<file path="src/rtl/fhx_pkg.sv">
`timescale 1ns/1ps
package fhx_pkg;
  localparam int WORD_W  = 32;
  localparam int LANES   = 8;
  localparam int BYTES   = WORD_W / 8;
  localparam int CNT_W   = $clog2(BYTES) + 1;
  localparam int SLICE_W = $clog2(LANES);

  localparam int OFS_CFG  = 'h00;
  localparam int OFS_STAT = 'h04;
  localparam int OFS_EN   = 'h08;
  localparam int OFS_TX0  = 'h14;
  localparam int OFS_RX   = 'h24;
  localparam int OFS_OP   = 'h28;
  localparam int OFS_LEN  = 'h2C;

  typedef enum logic [1:0] {PH_CMD = 2'd0, PH_ADDR = 2'd1, PH_DATA = 2'd2, PH_DATB = 2'd3} phase_e;

  // byte count chosen by the transmit alias index
  function automatic logic [CNT_W-1:0] alias_bytes(input logic [1:0] idx);
    return (idx == 2'd0) ? CNT_W'(BYTES) : CNT_W'(idx);
  endfunction

  // bus steps needed per byte for a lane code
  function automatic logic [SLICE_W:0] slices_of(input logic [1:0] code);
    return (SLICE_W+1)'(8 >> code);
  endfunction

  function automatic logic [1:0] phase_width(input phase_e ph, input logic [5:0] w);
    case (ph)
      PH_CMD:  return w[1:0];
      PH_ADDR: return w[3:2];
      default: return w[5:4];
    endcase
  endfunction

  // lanes for step sidx of one byte, msb first; unused lanes at idle
  function automatic logic [LANES-1:0] lane_slice(input logic [7:0] b, input logic [1:0] code,
                                                  input logic [SLICE_W-1:0] sidx, input logic idle);
    logic [LANES-1:0] r;
    int lanes, base;
    lanes = 1 << code;
    base  = 8 - lanes * (int'(sidx) + 1);
    for (int i = 0; i < LANES; i++) begin
      if (i < lanes && base + i >= 0 && base + i < 8) r[i] = b[3'(base + i)];
      else r[i] = idle;
    end
    return r;
  endfunction

  function automatic logic [7:0] shift_in(input logic [7:0] acc, input logic [LANES-1:0] din,
                                          input logic [1:0] code);
    case (code)
      2'd0:    return {acc[6:0], din[0]};
      2'd1:    return {acc[5:0], din[1:0]};
      2'd2:    return {acc[3:0], din[3:0]};
      default: return din[7:0];
    endcase
  endfunction
endpackage

</file>
<file path="src/rtl/fhx_regs.sv">
`timescale 1ns/1ps
module fhx_regs
  import fhx_pkg::*;
#(
  parameter int ADDR_W = 8,
  parameter int LEN_W  = 16
) (
  input  logic              clk_i,
  input  logic              rst_ni,
  input  logic              wr_i,
  input  logic [ADDR_W-1:0] addr_i,
  input  logic [WORD_W-1:0] wdata_i,
  output logic              cs_assert_o,
  output logic              man_cs_o,
  output logic              idle_o,
  output logic              en_o,
  output logic [5:0]        widths_o,
  output phase_e            phase_o,
  output logic              rd_o,
  output logic [LEN_W-1:0]  len_o
);
  wire unused_wdata = ^wdata_i;

  wire wr_cfg = wr_i && (addr_i == ADDR_W'(OFS_CFG));
  wire wr_en  = wr_i && (addr_i == ADDR_W'(OFS_EN));
  wire wr_op  = wr_i && (addr_i == ADDR_W'(OFS_OP));
  wire wr_len = wr_i && (addr_i == ADDR_W'(OFS_LEN));

  always_ff @(posedge clk_i or negedge rst_ni) begin
    if (!rst_ni) begin
      cs_assert_o <= 1'b0;
      man_cs_o    <= 1'b0;
      idle_o      <= 1'b0;
      en_o        <= 1'b0;
      widths_o    <= '0;
      phase_o     <= PH_CMD;
      rd_o        <= 1'b0;
      len_o       <= '0;
    end else begin
      if (wr_cfg) begin
        cs_assert_o <= wdata_i[0];
        man_cs_o    <= wdata_i[1];
        idle_o      <= wdata_i[16];
      end
      if (wr_en) en_o <= wdata_i[0];
      if (wr_op) begin
        widths_o <= wdata_i[5:0];
        phase_o  <= phase_e'(wdata_i[9:8]);
        rd_o     <= wdata_i[23];
      end
      if (wr_len) len_o <= wdata_i[LEN_W-1:0];
    end
  end
endmodule

</file>
<file path="src/rtl/fhx_shifter.sv">
`timescale 1ns/1ps
module fhx_shifter
  import fhx_pkg::*;
(
  input  logic               clk_i,
  input  logic               rst_ni,
  input  logic               en_i,
  input  logic               tx_wr_i,
  input  logic [1:0]         tx_idx_i,
  input  logic [WORD_W-1:0]  tx_data_i,
  input  logic [1:0]         wcode_i,
  input  logic               rd_i,
  input  logic               idle_i,
  input  logic [LANES-1:0]   dq_in_i,
  output logic               busy_o,
  output logic               done_o,
  output logic [WORD_W-1:0]  rx_word_o,
  output logic [LANES-1:0]   dq_out_o,
  output logic               dq_oe_o
);
  logic [WORD_W-1:0]  tx_q, rx_acc_q;
  logic [CNT_W-1:0]   nbytes_q, bidx_q;
  logic [SLICE_W-1:0] sidx_q;
  logic [1:0]         wcode_q;
  logic               rd_q, busy_q;
  logic [7:0]         rx_byte_q;

  // named events
  wire accept_w     = tx_wr_i && en_i && !busy_q;
  wire last_slice_w = ({1'b0, sidx_q} == slices_of(wcode_q) - 1'b1);
  wire last_byte_w  = (bidx_q == nbytes_q - 1'b1);
  wire step_w       = busy_q && en_i;
  wire [7:0] byte_next_w = shift_in(rx_byte_q, dq_in_i, wcode_q);
  wire [7:0] cur_byte_w  = tx_q[{bidx_q[CNT_W-2:0], 3'b000} +: 8];

  assign busy_o    = busy_q;
  assign done_o    = step_w && last_slice_w && last_byte_w;
  assign rx_word_o = {byte_next_w, rx_acc_q[WORD_W-1:8]};
  assign dq_oe_o   = busy_q && !rd_q;
  assign dq_out_o  = dq_oe_o ? lane_slice(cur_byte_w, wcode_q, sidx_q, idle_i) : {LANES{idle_i}};

  always_ff @(posedge clk_i or negedge rst_ni) begin
    if (!rst_ni) begin
      busy_q    <= 1'b0;
      tx_q      <= '0;
      rx_acc_q  <= '0;
      nbytes_q  <= '0;
      bidx_q    <= '0;
      sidx_q    <= '0;
      wcode_q   <= '0;
      rd_q      <= 1'b0;
      rx_byte_q <= '0;
    end else if (!en_i) begin
      busy_q <= 1'b0;
      bidx_q <= '0;
      sidx_q <= '0;
    end else if (accept_w) begin
      busy_q    <= 1'b1;
      tx_q      <= tx_data_i;
      nbytes_q  <= alias_bytes(tx_idx_i);
      bidx_q    <= '0;
      sidx_q    <= '0;
      wcode_q   <= wcode_i;
      rd_q      <= rd_i;
      rx_acc_q  <= '0;
      rx_byte_q <= '0;
    end else if (busy_q) begin
      rx_byte_q <= byte_next_w;
      if (last_slice_w) begin
        sidx_q   <= '0;
        rx_acc_q <= rx_word_o;
        bidx_q   <= bidx_q + 1'b1;
        if (last_byte_w) busy_q <= 1'b0;
      end else begin
        sidx_q <= sidx_q + 1'b1;
      end
    end
  end

  // checker-side step counter, independent of the byte/slice indices
  logic [5:0] chk_steps_q;
  always_ff @(posedge clk_i or negedge rst_ni) begin
    if (!rst_ni) chk_steps_q <= '0;
    else if (accept_w) chk_steps_q <= '0;
    else if (step_w) chk_steps_q <= chk_steps_q + 1'b1;
  end


  word_length_chk: assert property (@(posedge clk_i) disable iff (!rst_ni)
    done_o |-> (chk_steps_q + 6'd1 == 6'(nbytes_q) * 6'(slices_of(wcode_q))));


  inflight_hold_chk: assert property (@(posedge clk_i) disable iff (!rst_ni)
    (busy_q && en_i && !done_o) |=> $stable(tx_q));
endmodule

</file>
<file path="src/rtl/fhx_rxbuf.sv">
`timescale 1ns/1ps
module fhx_rxbuf
  import fhx_pkg::*;
(
  input  logic              clk_i,
  input  logic              rst_ni,
  input  logic              en_i,
  input  logic              load_i,
  input  logic [WORD_W-1:0] word_i,
  input  logic              consume_i,
  output logic              valid_o,
  output logic [WORD_W-1:0] data_o
);
  always_ff @(posedge clk_i or negedge rst_ni) begin
    if (!rst_ni) begin
      valid_o <= 1'b0;
      data_o  <= '0;
    end else if (!en_i) begin
      valid_o <= 1'b0;
    end else if (load_i) begin
      valid_o <= 1'b1;
      data_o  <= word_i;
    end else if (consume_i) begin
      valid_o <= 1'b0;
    end
  end


  rx_post_chk: assert property (@(posedge clk_i) disable iff (!rst_ni)
    (load_i && en_i) |=> valid_o);


  rx_take_chk: assert property (@(posedge clk_i) disable iff (!rst_ni)
    (consume_i && !load_i) |=> !valid_o);
endmodule

</file>
<file path="src/rtl/fhx_engine.sv">
`timescale 1ns/1ps
module fhx_engine
  import fhx_pkg::*;
#(
  parameter int ADDR_W = 8,
  parameter int LEN_W  = 16
) (
  input  logic              clk,
  input  logic              rst_n,
  input  logic              bus_wr,
  input  logic              bus_rd,
  input  logic [ADDR_W-1:0] bus_addr,
  input  logic [WORD_W-1:0] bus_wdata,
  output logic [WORD_W-1:0] bus_rdata,
  output logic              fl_cs_n,
  output logic              fl_shift,
  output logic [LANES-1:0]  fl_dq_out,
  output logic              fl_dq_oe,
  input  logic [LANES-1:0]  fl_dq_in
);
  logic cs_assert, man_cs, idle, en, rd, busy, done, rx_valid;
  logic [5:0] widths;
  phase_e phase;
  logic [LEN_W-1:0] len;
  logic [WORD_W-1:0] rx_word, rx_data;

  fhx_regs #(.ADDR_W(ADDR_W), .LEN_W(LEN_W)) u_regs (
    .clk_i(clk), .rst_ni(rst_n), .wr_i(bus_wr), .addr_i(bus_addr), .wdata_i(bus_wdata),
    .cs_assert_o(cs_assert), .man_cs_o(man_cs), .idle_o(idle), .en_o(en),
    .widths_o(widths), .phase_o(phase), .rd_o(rd), .len_o(len));

  // transmit alias decode
  logic       tx_hit;
  logic [1:0] tx_idx;
  always_comb begin
    tx_hit = 1'b0;
    tx_idx = 2'd0;
    for (int k = 0; k < 4; k++) begin
      if (bus_addr == ADDR_W'(OFS_TX0 + 4 * k)) begin
        tx_hit = 1'b1;
        tx_idx = 2'(k);
      end
    end
  end
  wire tx_wr   = bus_wr && tx_hit;
  wire consume = bus_rd && (bus_addr == ADDR_W'(OFS_RX));

  fhx_shifter u_shift (
    .clk_i(clk), .rst_ni(rst_n), .en_i(en), .tx_wr_i(tx_wr), .tx_idx_i(tx_idx),
    .tx_data_i(bus_wdata), .wcode_i(phase_width(phase, widths)), .rd_i(rd), .idle_i(idle),
    .dq_in_i(fl_dq_in), .busy_o(busy), .done_o(done), .rx_word_o(rx_word),
    .dq_out_o(fl_dq_out), .dq_oe_o(fl_dq_oe));

  fhx_rxbuf u_rx (
    .clk_i(clk), .rst_ni(rst_n), .en_i(en), .load_i(done), .word_i(rx_word),
    .consume_i(consume), .valid_o(rx_valid), .data_o(rx_data));

  assign fl_shift = busy;
  assign fl_cs_n  = man_cs ? !cs_assert : !busy;

  always_comb begin
    bus_rdata = '0;
    case (int'(bus_addr))
      OFS_CFG:  bus_rdata = {15'd0, idle, 14'd0, man_cs, cs_assert};
      OFS_STAT: bus_rdata = {29'd0, rx_valid, 1'b0, !busy};
      OFS_EN:   bus_rdata = {31'd0, en};
      OFS_RX:   bus_rdata = rx_data;
      OFS_OP:   bus_rdata = {8'd0, rd, 13'd0, phase, 2'd0, widths};
      OFS_LEN:  bus_rdata = WORD_W'(len);
      default:  bus_rdata = '0;
    endcase
  end


  abort_stop_chk: assert property (@(posedge clk) disable iff (!rst_n)
    !en |=> !busy);


  start_cause_chk: assert property (@(posedge clk) disable iff (!rst_n)
    $rose(busy) |-> $past(tx_wr && en));
endmodule

</file>
<file path="config.mk">
export PLATFORM = sky130hd
export DESIGN_NAME = fhx_engine
export DESIGN_NICKNAME = d
export VERILOG_FILES = /design/src/rtl/fhx_pkg.sv /design/src/rtl/fhx_regs.sv /design/src/rtl/fhx_shifter.sv /design/src/rtl/fhx_rxbuf.sv /design/src/rtl/fhx_engine.sv
export SDC_FILE = /design/constraint.sdc
export NUM_CORES = 1
export LEC_CHECK = 0
export ABC_AREA = 1
export BUFFER_PORTS_ARGS = -buffer_cell sky130_fd_sc_hd__buf_2
export CAP_MARGIN = 20
export CORE_MARGIN = 8
export CORE_UTILIZATION = 57
export DETAILED_ROUTE_END_ITERATION = 10
export HOLD_SLACK_MARGIN = 0.1
export PLACE_DENSITY_LB_ADDON = 0.08
export SLEW_MARGIN = 20
export SYNTH_ARGS = -nofsm -noshare
export SYNTH_HDL_FRONTEND = slang
export SYNTH_SLANG_ARGS = --single-unit
</file>
<file path="constraint.sdc">
create_clock -name clk -period 5.7 [get_ports clk]
set_clock_uncertainty 0.2 [all_clocks]
set_input_delay 0.57 -clock clk [delete_from_list [all_inputs] [get_ports clk]]
set_output_delay 0.57 -clock clk [all_outputs]
set_load 0.05 [all_outputs]
</file>
Word level (Yosys, flattened, before mapping)
Index checks and enable logic that the tools add are counted.
Widths: inputs -> output; s select.
{"block": "classes", "order_cmp": 32, "n_reduce_logical": 42, "eq_ne": 17, "addsub": 13, "shift": 3, "multipliers": 1, "muxes": 66}
{"op": "$ge 32x1->1 const B", "count": 8}
{"op": "$lt 32x5->1 const B", "count": 8}
{"op": "$pmux 32 s6", "count": 1}
{"op": "$add 32x4->32 const B", "count": 4}
{"op": "$lt 4x32->1 const A", "count": 4}
{"op": "$mux 32", "count": 3}
{"op": "$add 32x3->32 const B", "count": 2}
{"op": "$lt 3x32->1 const A", "count": 2}
{"op": "$lt 3x5->1 const B", "count": 8}
{"op": "$mux 1", "count": 38}
{"op": "$add 32x2->32 const B", "count": 1}
{"op": "$eq 8x6->1 const B", "count": 4}
{"op": "$lt 1x32->1 const A", "count": 1}
{"op": "$lt 2x32->1 const A", "count": 1}
{"op": "$mul 32x32->32", "count": 1}
{"op": "$shiftx 32x6->8", "count": 1}
{"op": "$shl 1x2->32 const A", "count": 1}
{"op": "$sub 5x32->32 const A", "count": 1}
{"op": "$logic_and 1x1->1", "count": 28}
{"op": "$mux 3", "count": 9}
{"op": "$bmux 1 s3", "count": 8}
{"op": "$eq 8x5->1 const B", "count": 3}
{"op": "$pmux 8 s3", "count": 1}
{"op": "$mux 7", "count": 2}
{"op": "22 further kinds", "count": 34}
{"block": "word_totals", "ff_bits": 146, "inputBits": 52, "out_inout_bits": 43, "wordCells": 193}

Longest topological paths before layout
Gate-level depths: netlist (run 1).
{"block": "depth", "depth_word": 10, "ltp_mapped": 30, "ltp_nobuf": 27}

Hierarchy
A second synthesis (run 1) with hierarchy kept.
{"block": "unflattened", "cells_unflattened": 1434, "hier_area_um2": 9839.4}
{"mod": "fhx_shifter", "area_each_um2": 6268.5, "cells_per_inst": 980, "instances": 1, "seq_area_each_um2": 1901.8}
{"mod": "fhx_rxbuf", "area_each_um2": 1413.9, "cells_per_inst": 144, "instances": 1, "seq_area_each_um2": 825.8}
{"mod": "fhx_regs", "area_each_um2": 1282.5, "cells_per_inst": 145, "instances": 1, "seq_area_each_um2": 725.7}
{"mod": "fhx_engine", "area_each_um2": 874.6, "cells_per_inst": 165, "instances": 1, "seq_area_each_um2": 0.0}

Worst setup path after synthesis (run 1)
OpenSTA, ideal clock, no wires.
{"block": "synth_timing", "path_kind": "flip-flop to output port", "from": "register u_shift.sidx_q[0]", "to": "output fl_dq_out[0]", "arrival_time_ps": 4821, "path_slack_ps": 109, "required_ps": 4930, "path_buffers": 0, "stages_incl_launch_ff": 18, "cell_sequence": "dfrtp_1 ha_1 xnor2_1 nor2_1 ha_1 ha_1 inv_1 fa_1 ha_1 ha_1 or2_1 nand3_2 a31oi_1 ha_1 clkinv_1 nand3_1 nor3_1 o21ai_0"}
{"block": "synth_via", "elab_chain_cells": 8, "word_cells_on_any_way": 12, "cone_classes": "add/sub: 2; mul: 1; order compare: 2; mux: 5; reduce/logical: 2"}
{"item": "start: declaration", "line_no": "fhx_shifter.sv:23", "source": "logic [SLICE_W-1:0] sidx_q;"}
{"item": "start signal: assignment", "line_no": "fhx_shifter.sv:75", "source": "sidx_q <= sidx_q + 1'b1;"}
{"item": "$add 3x1->4 *", "line_no": "fhx_pkg.sv:43", "source": "base = 8 - lanes * (int'(sidx) + 1);"}
{"item": "$mul 32x32->32 *", "line_no": "fhx_pkg.sv:43"}
{"item": "$sub 5x32->32 *", "line_no": "fhx_pkg.sv:43"}
{"item": "$ge 32x1->1 / $bmux 1 s3 (equally long branches)", "line_no": "fhx_pkg.sv:45", "source": "if (i < lanes && base + i >= 0 && base + i < 8) r[i] = b[3'(base + i)];"}
{"item": "$logic_and 1x1->1 / $mux 1 (equally long branches) (2 in a row)", "line_no": "fhx_pkg.sv:45"}
{"item": "$mux 1 *", "line_no": "fhx_pkg.sv:45"}
{"item": "$mux 8 *", "line_no": "fhx_shifter.sv:40", "source": "assign dq_out_o = dq_oe_o ? lane_slice(cur_byte_w, wcode_q, sidx_q, idle_i) : {LANES{idle_i}};"}
{"item": "end: declaration", "line_no": "fhx_engine.sv:17", "source": "output logic [LANES-1:0] fl_dq_out,"}
Every way passes the cells marked *; elsewhere a longest branch is shown, timed or not. The select of a mux whose other input is x is not followed.

Worst setup path after layout (run 1)
{"block": "layout_timing", "from": "register u_shift.sidx_q[0]", "to": "output fl_dq_out[2]"}
{"block": "layout_via", "elab_chain_cells": 9, "word_cells_on_any_way": 13, "cone_classes": "add/sub: 3; mul: 1; order compare: 2; mux: 5; reduce/logical: 2"}
{"item": "$add 3x1->4 *", "line_no": "fhx_pkg.sv:43"}
{"item": "$mul 32x32->32 *", "line_no": "fhx_pkg.sv:43"}
{"item": "$sub 5x32->32 *", "line_no": "fhx_pkg.sv:43"}
{"item": "$add 32x3->32 *", "line_no": "fhx_pkg.sv:45"}
{"item": "$ge 32x1->1 / $bmux 1 s3 (equally long branches)", "line_no": "fhx_pkg.sv:45"}
{"item": "$logic_and 1x1->1 / $mux 1 (equally long branches) (2 in a row)", "line_no": "fhx_pkg.sv:45"}
{"item": "$mux 1 *", "line_no": "fhx_pkg.sv:45"}
{"item": "$mux 8 *", "line_no": "fhx_shifter.sv:40"}
Marks and branches as above.

==> impl_results.md, run 1 <==
- Status: finished, final reports clean
- WL/cell: 15.7 um
- Syn Area/Cell: 7.24 um2
- Final setup fails: 0
- Hold crit path type: primary input to register
- CTS tree: built
- DRT iter0 DRCs: 602
- Die area: 0.0201 mm2
- CP startpoint kind: register
- Setup TNS Final: 0 ns
- Clk sinks: 138
- Global-route wire length before repair: 40.6 mm
- Worst-Margin Slew: 0.952 ns
- Insertion delay to the later sink of the worst-skew pair: 0.42 ns
- Final worst-path cycle share: 96.2%
- Initial antenna violation count: 0
- Clock slew at reported path FFs: 0.07 ns
- Net Count, Synth: 1342
- Post-synthesis cell type count: 45
- Placed cell count: 1534
- P_leak: 5.50 nW
- Top post-synthesis cells by area: dfrtp_1, nand2_1, inv_1
- Post-synth top area cell: dfrtp_1
- Largest net degree at the start of global routing: 102
- Ant. Diodes: 0
- ANT nets after route: 0
- Commonest non-fill, non-tap cell in the layout: nand2_1
- Final-stage net count: 1443
- Register area share after synthesis: 38.2%
- Dpl hpwl: 18.0 mm
- Top-area cell type share of the netlist area: 38.2%
- Syn Std Cell Area: 0.00903 mm2
- Max-slew violations: 0
- DR vias/cell: 5.35
- Unrepaired setup endpoints after global routing: yes
- Starting Density: 57.5%
- First drt pass iteration count: 5
- GRT Util Overall: 25.0%
- Final hold vios: 0
- P&R area growth vs syn: 18.6%
- CTS Buffer Depth: 2
- Congestion Overflow GR: 0
- Vias in the first global route: 8225
- Post-DP Area: 0.00967 mm2
- PwrDens: 212 mW/mm2
- Most frequent cells in the layout: nand2_1, inv_1, dfrtp_1
- H-tree depth: 4
- Num CTS Buffers: 17
- IO Count: 95
- Max Fanout on Critical Path: 6
- Die height: 142 um
- Routability cong.: 0.913
- DRC Markers: 0
- I/O Buffers: 94
- Post-Route WL: 24.8 mm
- Syn Inst Count: 1248
- Vias: 8436
- Max VDD drop: 0.247 mV
- Layout Cells excl Fill: 1578
- Max_cap viols: 0
- Max frequency: 182 MHz
- CP arrival: 4.71 ns
- Synth warnings: 0
- Layout cell share with drive strength beyond 1: 20.6%
- Core box area: 0.0157 mm2
- Crit end category: primary output
- Seq cells post-synth: 138
- Min Tclk post-route: 5.48 ns
- Fin area: 0.0107 mm2
- Root Buffer Master: clkbuf_16
- Die width: 142 um
- Critical path type: register to primary output
- # rows: 46
- Slew headroom: 36.5%
- WP data required: 4.93 ns
[Yosys cell counts, drive strengths merged]
library cell  number
a22o               8
nand3             88
buf               21
o31ai              2
fa                 4
a221o              1
o211ai             4
o221ai             1
a22oi              1
clkinv             5
a221oi             3
nand2            386
o22ai             19
ha                38
o2111ai            2
xor2               9
dfrtp            138
nor3              11
or2                7
nand4             20
xnor2              7
a21oi             24
inv              167
o21ai            136
mux2i              7
clkbuf            21
a32o               1
nor2             115
a31oi              1
a2111oi            1
[repair_timing]
action                                 4_1_cts  5_1_grt
setup endpoints to repair                    8        8
hold buffers                                 1        0
resized for setup                           26       63
buffers inserted                             7        4
pin swaps                                    6       32
endpoints found under the hold margin       19        0
[power breakdown]
group / leakage [nW] / total [mW] / switching [mW] / internal (mW)
sequential: 1.78 / 1.00 / 0.0126 / 0.992
combinational: 3.42 / 0.143 / 0.0955 / 0.0475
clock: 0.298 / 1.12 / 0.492 / 0.628
[logic make-up after synthesis]
| family | after synthesis | synth area share, % |
|---|---|---|
| adders and majority gates | 42 | 6.15 |
| AOI/OAI and AO/OA | 204 | 13.5 |
| and+or+nand+nor | 627 | 29.8 |
| muxes | 7 | 0.776 |
| xor gates and xnor gates | 16 | 1.63 |
| DFF | 138 | 38.2 |
| buffers and inverters | 214 | 9.88 |
[path summary, 6_finish.rpt]
check / cells past startpoint / endpoint / from / slack (ns)
worst max-delay path: 22 / fl_dq_out[2] / u_shift.sidx_q[0]$_DFFE_PN0P_ / 0.22
min in group asynchronous: 2 / u_rx.data_o[6]$_DFFE_PN0P_ / rst_n / 0.61
max in group asynchronous: 3 / u_shift.tx_q[28]$_DFFE_PN0P_ / rst_n / 3.58
worst min-delay path: 3 / u_shift.tx_q[29]$_DFFE_PN0P_ / bus_wdata[29] / 0.14
worst min register to register: 2 / u_shift.tx_q[20]$_DFFE_PN0P_ / u_shift.tx_q[20]$_DFFE_PN0P_ / 0.28
worst max register to register: 7 / u_rx.data_o[8]$_DFFE_PN0P_ / u_shift.bidx_q[0]$_DFFE_PN0P_ / 2.13
[per-layer routing]
metal	part of all wire (%)	vias to the layer above	GRT usage, %
met1	46	3970	33.5
met3	3.8	35	3.53
li1	-	4224	-
met4	1.5	0	5.88
met5	0	-	0
met2	49	207	42.1
[registers in the layout, summed over array words and instances (netlist names)]
name,flops
u_rx.valid_o,1
u_regs.en_o,1
u_rx.data_o,32
u_regs.cs_assert_o,1
u_shift.bidx_q,3
u_regs.phase_o,2
u_shift.rd_q,1
u_shift.rx_acc_q,24
u_regs.man_cs_o,1
u_regs.idle_o,1
u_shift.tx_q,32
u_regs.widths_o,6
u_regs.rd_o,1
u_regs.len_o,16
u_shift.nbytes_q,3
u_shift.rx_byte_q,7
u_shift.sidx_q,3
u_shift.busy_o,1
u_shift.wcode_q,2
[worst max-delay path, cell delays in order, from the launching register on]
cell	delay, ns
dfrtp_2	0.44
ha_4	0.18
xnor2_4	0.19
nor2_1	0.07
ha_1	0.30
ha_1	0.18
inv_1	0.07
fa_1	0.42
ha_1	0.32
ha_4	0.22
or2_4	0.24
nand3_4	0.10
a31oi_2	0.11
ha_4	0.35
nand2_4	0.08
nor2_4	0.21
nand2_2	0.09
nand2_2	0.07
nand4_1	0.13
nor2_1	0.14
nor2_1	0.05
nor2_1	0.14
buf_6	0.18
[area by class of cell]
cell class	count	area (um2)
Clock inverter	15	176
Multi-Input combinational cell	896	4980
Timing Repair Buffer	124	754
Tap cell	216	270
Fill cell	1426	5000
Inverter	172	648
Sequential cell	138	3460
Clock buffer	17	425
[per-stage QoR]
| stage | hold WS [ns] | util, % | setup WS, ns | total power [mW] |
|---|---|---|---|---|
| finish | 0.135 | 68.2 | 0.218 | 2.27 |
| detailed placement | 0.266 | 61.6 | -0.0309 | 1.16 |
| floorplan | 0.0744 | - | 0.109 | 1.09 |
| global placement | 0.263 | 61.6 | 0.102 | 1.16 |
| global route | 0.138 | 68.2 | -0.0835 | 2.34 |
| CTS | 0.127 | 66.3 | 0.00975 | 2.27 |
(Power assumes the default switching activity.)
==> run 2, diff against run 1 <==
--- a/config.mk
+++ b/config.mk
@@ -12,5 +12,5 @@
 export CORE_UTILIZATION = 57
 export DETAILED_ROUTE_END_ITERATION = 10
-export HOLD_SLACK_MARGIN = 0.1
+export HOLD_SLACK_MARGIN = 0.15
 export PLACE_DENSITY_LB_ADDON = 0.08
 export SLEW_MARGIN = 20
==> constraint.sdc (replaced) <==
create_clock -name clk -period 5.7 [get_ports clk]
set_clock_uncertainty 0.2 [all_clocks]
set_input_delay 1.14 -clock clk [delete_from_list [all_inputs] [get_ports clk]]
set_output_delay 1.14 -clock clk [all_outputs]
set_load 0.05 [all_outputs]
==> impl_results.md, run 2 (synthesis results as in run 1) <==
- Final-stage net count: 1494
- Crit-path cells: ha_2, xnor2_2, nor2_1, ha_1, ha_2, inv_2, fa_1, ha_4, ha_4, or2_4, nand3_4, buf_4, nand2_2, buf_12, nor2_8, nand3_1, nand2_1, nand3_2, nor2_2, nand4_1, nor3_2, buf_4, nor2_4, buf_8
- Ant. Diodes: 0
- Commonest non-fill, non-tap cell in the layout: nand2_1
- Routability cong.: 0.928
- Placed cell count: 1577
- CP arrival: 4.67 ns
- CTS tree: built
- Final Power: 2.26 mW
- Regs by FF count: u_rx.data_o: 32 flops, u_shift.tx_q: 32 flops, u_shift.rx_acc_q: 24 flops
- I/O Buffers: 94
- Insertion delay to the later sink of the worst-skew pair: 0.42 ns
- Vias: 8696
- Final Worst Setup Slack: -0.305 ns
- Vias in the first global route: 8301
- Final hold vios: 0
- Min Tclk post-route: 6.01 ns
- Die width: 142 um
- CP max stage delay: 0.56 ns
- Layout cell share with drive strength beyond 1: 27.1%
- Setup TNS Final: -1.98 ns
- WP data required: 4.36 ns
- Worst path slowest cell: fa_1
- Status: finished with violations
- Num CTS Buffers: 17
- Finished Core Util: 72.4%
- Dpl hpwl: 18.5 mm
- Place WS: -0.169 ns
- Core box area: 0.0157 mm2
- CTS Buffer Depth: 2
- DRC Markers: 0
- Most frequent cells in the layout: nand2_1, inv_1, dfrtp_1
- Root Buffer Master: clkbuf_16
- Crit end category: primary output
- WL/cell: 15.6 um
- Max-slew violations: 0
- Max_cap viols: 0
- First drt pass iteration count: 5
- PwrDens: 199 mW/mm2
- Final worst-path cycle share: 105%
- Die area: 0.0201 mm2
- Fill cell count: 1340
- Hold crit path type: register to register
- Starting Density: 57.5%
- Max frequency: 167 MHz
- Final setup fails: 8
- R2R setup slack: 2.39 ns
- H-tree depth: 4
- P&R area growth vs syn: 25.9%
- Worst-Margin Slew: 0.937 ns
- Clock slew at reported path FFs: 0.06 ns
- Met2 routed WL: 12.2 mm
- Global-route wire length before repair: 41.2 mm
- Met3 WL: 1.10 mm
- GRT Util Overall: 25.5%
- P_leak: 5.78 nW
- Unrepaired setup endpoints after global routing: yes
- Critical path type: register to primary output
- Die height: 142 um
- DR vias/cell: 5.34
- Max Fanout on Critical Path: 10
- Layout Cells excl Fill: 1629
- Largest net degree at the start of global routing: 99
- CP startpoint kind: register
- Congestion Overflow GR: 0
- Post-Route WL: 25.4 mm
- # rows: 46
- Initial antenna violation count: 0
- Failing checks: setup timing
- Max VDD drop: 0.273 mV
- Slew headroom: 37.5%
- ANT nets after route: 0
- Clk sinks: 138
- DRT iter0 DRCs: 703
- Top sig layer: met4
- IO Count: 95
- Wl on met1: 11.6 mm
[run 2: layout make-up]
type | count | area [um2] | share of cell area (%)
multi-input combinational | 896 | 5200 | 45.7
timing repair buffer | 175 | 1190 | 10.4
clock inverter | 15 | 170 | 1.50
inverter | 172 | 668 | 5.87
sequential | 138 | 3460 | 30.4
clock buffer | 17 | 425 | 3.74
tap | 216 | 270 | 2.38
[run 2: routing by layer]
metal  vias up  track usage (%)
li1       4322                -
met1      4102             34.3
met2       228             41.3
met3        44             3.56
met4         0             9.04
met5         -                0
[run 2: final timing paths]
check | startpoint | to | cells past startpoint
min | u_shift.tx_q[20]$_DFFE_PN0P_ | u_shift.tx_q[20]$_DFFE_PN0P_ | 2
min in group asynchronous | rst_n | u_rx.data_o[14]$_DFFE_PN0P_ | 1
max reg2reg | u_shift.bidx_q[0]$_DFFE_PN0P_ | u_rx.data_o[4]$_DFFE_PN0P_ | 7
max in group asynchronous | rst_n | u_shift.wcode_q[0]$_DFFE_PN0P_ | 2
max | u_shift.sidx_q[0]$_DFFE_PN0P_ | fl_dq_out[2] | 24
min reg2reg | u_shift.tx_q[20]$_DFFE_PN0P_ | u_shift.tx_q[20]$_DFFE_PN0P_ | 2
[run 2: timing repair]
action	4_1_cts	5_1_grt
setup endpoints to repair	8	8
resized for setup	67	88
pin swaps	34	62
buffers inserted	4	17
hold buffers	0	0
[run 2: critical path: cells and delay by family, from the launching register on]
kind / cells / cell delay, ns
xor+xnor: 1 / 0.22
fa+ha+maj: 6 / 1.67
buf+inv: 5 / 0.59
flops: 1 / 0.39
simple gates: 12 / 1.35
[run 2: where the power goes]
group / total (mW) / switching [mW] / leakage [nW] / internal, mW
logic: 0.156 / 0.100 / 3.71 / 0.0558
registers: 1.01 / 0.0126 / 1.79 / 0.993
clock network: 1.10 / 0.473 / 0.288 / 0.625
[run 2: through the flow]
stage	hold slack, ns	cell area [um2]
after floorplan	0.249	9070
after global routing	0.302	11400
after detailed placement	0.265	10000
final	0.278	11400
after global placement	0.262	10000
after CTS	0.282	10900
==> run 3, diff against run 2 <==
Settings changed: ABC_AREA 1 to unset, RECOVER_POWER set to 50.
==> impl_results.md, run 3 <==
- Largest family of logic cells by synthesized area: simple AND/OR/NAND/NOR gates
- CP startpoint: u_shift.sidx_q[0]$_DFFE_PN0P_
- Most frequent cells in the layout: nand2_1, dfrtp_1, buf_4
- Insertion delay to the later sink of the worst-skew pair: 0.42 ns
- Top-area cell type share of the netlist area: 41.3%
- Adder-Cell Fraction of Synth Area: 6.64%
- Final Power: 2.21 mW
- Fin area: 0.0112 mm2
- Crit end category: primary output
- Dpl hpwl: 18.4 mm
- Status: finished with violations
- Switching share of power: 24.8%
- R2R setup slack: 2.08 ns
- Die width: 137 um
- Post-Route WL: 26.2 mm
- Failing checks: capacitance limit, slew limit, setup timing
- Cell mode on critical path: ha_4
- Die height: 137 um
- Crit-path cells: ha_4, xnor2_4, nor2_1, ha_1, ha_2, inv_2, fa_1, ha_4, ha_4, nor2_4, a211o_1, a21oi_2, or2_4, ha_4, buf_6, or3_4, buf_6, o31a_1, nor4_4, mux2_4, buf_8
- Synth top cells by count: nand2_1, dfrtp_1, mux2_2
- Worst-Margin Slew: 2.25 ns
- Die area: 0.0188 mm2
- Synth warnings: 0
- Num CTS Buffers: 17
- Multi-input logic area: 0.00532 mm2
- Reg area: 0.00346 mm2
- Final worst-path cycle share: 115%
- Core box area: 0.0144 mm2
- Slew headroom: -49.9%
- Clk sinks: 138
- Place WS: -0.678 ns
- Psw: 0.548 mW
- Global-route wire length before repair: 41.6 mm
- P&R area growth vs syn: 33.5%
- Worst hold margin: 0.282 ns
- IO Count: 95
- Compound-Gate Fraction of Synth Area: 12.5%
- Regs by FF count: u_rx.data_o: 32 flops, u_shift.tx_q: 32 flops, u_shift.rx_acc_q: 24 flops
- Register area share after synthesis: 41.3%
- Final-stage net count: 1151
- PwrDens: 198 mW/mm2
- Finished Core Util: 77.5%
- Layout Cells excl Fill: 1255
- Post-synthesis simple-gate area fraction: 17.7%
- ANT nets after route: 0
- Vias: 7609
- Worst path slowest cell: fa_1
- Unrepaired setup endpoints after global routing: yes
- Initial antenna violation count: 2
- Max Fanout on Critical Path: 4
- Net Count, Synth: 960
- Syn Inst Count: 866
- Syn Area/Cell: 9.66 um2
- Clock slew at reported path FFs: 0.06 ns
- DR vias/cell: 6.06
- # rows: 44
- Placed cell count: 1209
- First drt pass iteration count: 5
- Vias in the first global route: 7966
- GRT Util Overall: 28.5%
- DRT iter0 DRCs: 568
- Top-count cell post-synth: nand2_1
- Commonest non-fill, non-tap cell in the layout: nand2_1
- Final setup fails: 8
- Max_cap viols: 1
- Max VDD drop: 0.327 mV
- Seq cells post-synth: 138
- Starting Density: 58.0%
- Gate power share: 4.2%
- CP arrival: 5.24 ns
- Final hold vios: 0
- Worst r2r dst: u_rx.data_o[11]$_DFFE_PN0P_
- Largest net degree at the start of global routing: 95
- Ys flop type: dfrtp_1
- I/O Buffers: 94
- Mux cell area share after synthesis: 16.1%
- Critical path type: register to primary output
- Reg2reg path depth: 9
- Hold crit path type: register to register
- Max-slew violations: 95
- Root Buffer Master: clkbuf_16
- H-tree depth: 4
- Post-synth ARST share: 100%
- XOR/XNOR Fraction of Synth Area: 2.30%
- Top post-synthesis cells by area: dfrtp_1, mux2_2, nand2_1
- Post-synth top area cell: dfrtp_1
- CP endpoint: fl_dq_out[6]
- Reg-to-Reg Start: u_shift.wcode_q[1]$_DFFE_PN0P_
- Seq pwr share: 45.5%
- Final Worst Setup Slack: -0.879 ns
- Post-synthesis cell type count: 58
- Max frequency: 152 MHz
- Worst hold start: u_shift.tx_q[22]$_DFFE_PN0P_
- Congestion Overflow GR: 0
- DRC Markers: 0
- Layout cell share with drive strength beyond 1: 39.9%
- Number of synthesized flops with an enable pin: 0
- CTS Buffer Depth: 2
- Min Tclk post-route: 6.58 ns
- P_leak: 5.39 nW
- WL/cell: 20.9 um
- Clock power frac: 50.3%
- CTS tree: built
- Int Pwr: 1.66 mW
- CP startpoint kind: register
- Setup TNS Final: -5.97 ns
- CP max stage delay: 0.48 ns
- WP data required: 4.36 ns
- Fill cell count: 936
- Routability cong.: 0.933
- Post-DP Area: 0.0100 mm2
- Syn Std Cell Area: 0.00837 mm2
[run 3: timing repair]
action / 4_1_cts / 5_1_grt
pin swaps: 25 / 19
endpoints found under the setup margin: 8 / 8
hold buffers: 0 / 0
setup buffers: 7 / 6
resized for setup: 71 / 28
[run 3: worst min path at each step]
stage / cells past startpoint / to
floorplan: 2 / u_shift.rd_q$_DFFE_PN0P_
global placement: 2 / u_shift.tx_q[22]$_DFFE_PN0P_
detailed placement: 2 / u_shift.tx_q[18]$_DFFE_PN0P_
CTS: 2 / u_shift.tx_q[26]$_DFFE_PN0P_
global route: 2 / u_shift.tx_q[26]$_DFFE_PN0P_
finish: 2 / u_shift.tx_q[22]$_DFFE_PN0P_
[run 3: cell type report]
type | instances | share of cell area (%)
inverters | 32 | 1.08
diodes | 1 | 0.0224
flip-flops and latches | 138 | 30.9
clock inverters | 14 | 1.33
well taps | 184 | 2.06
multi-input cells | 653 | 47.6
clock buffers | 18 | 3.93
repair buffers | 215 | 13.0
[run 3: cells by family after synthesis]
family / after synthesis
compound gates: 152
xor+xnor: 22
fa+ha+maj: 42
buf+inv: 75
flops: 138
mux: 110
simple gates: 327
[run 3: metal layers]
metal	track usage [%]	vias to the layer above	part of all wire [%]
li1	-	3428	-
met1	35.0	3806	40
met2	47.1	296	50
met3	6.83	75	6.8
met4	12.3	4	3.4
met5	0	-	0.088
[run 3: power groups by stage]
stage	combinational (mW)	clock (mW)	sequential (mW)
detailed placement	0.0873	0	1.02
CTS	0.0941	1.11	1.00
global placement	0.0839	0	1.02
finish	0.0938	1.11	1.00
global route	0.102	1.15	1.00
floorplan	0.0371	0	1.02
[run 3: critical path, delay by kind of cell, from the launching register on]
| family | cells | cell delay (ns) |
|---|---|---|
| AOI/OAI and AO/OA | 3 | 0.52 |
| xor gates and xnor gates | 1 | 0.20 |
| adders and majority gates | 7 | 1.78 |
| buffers and inverters | 4 | 0.43 |
| DFF | 1 | 0.42 |
| muxes | 1 | 0.35 |
| and+or+nand+nor | 5 | 1.09 |
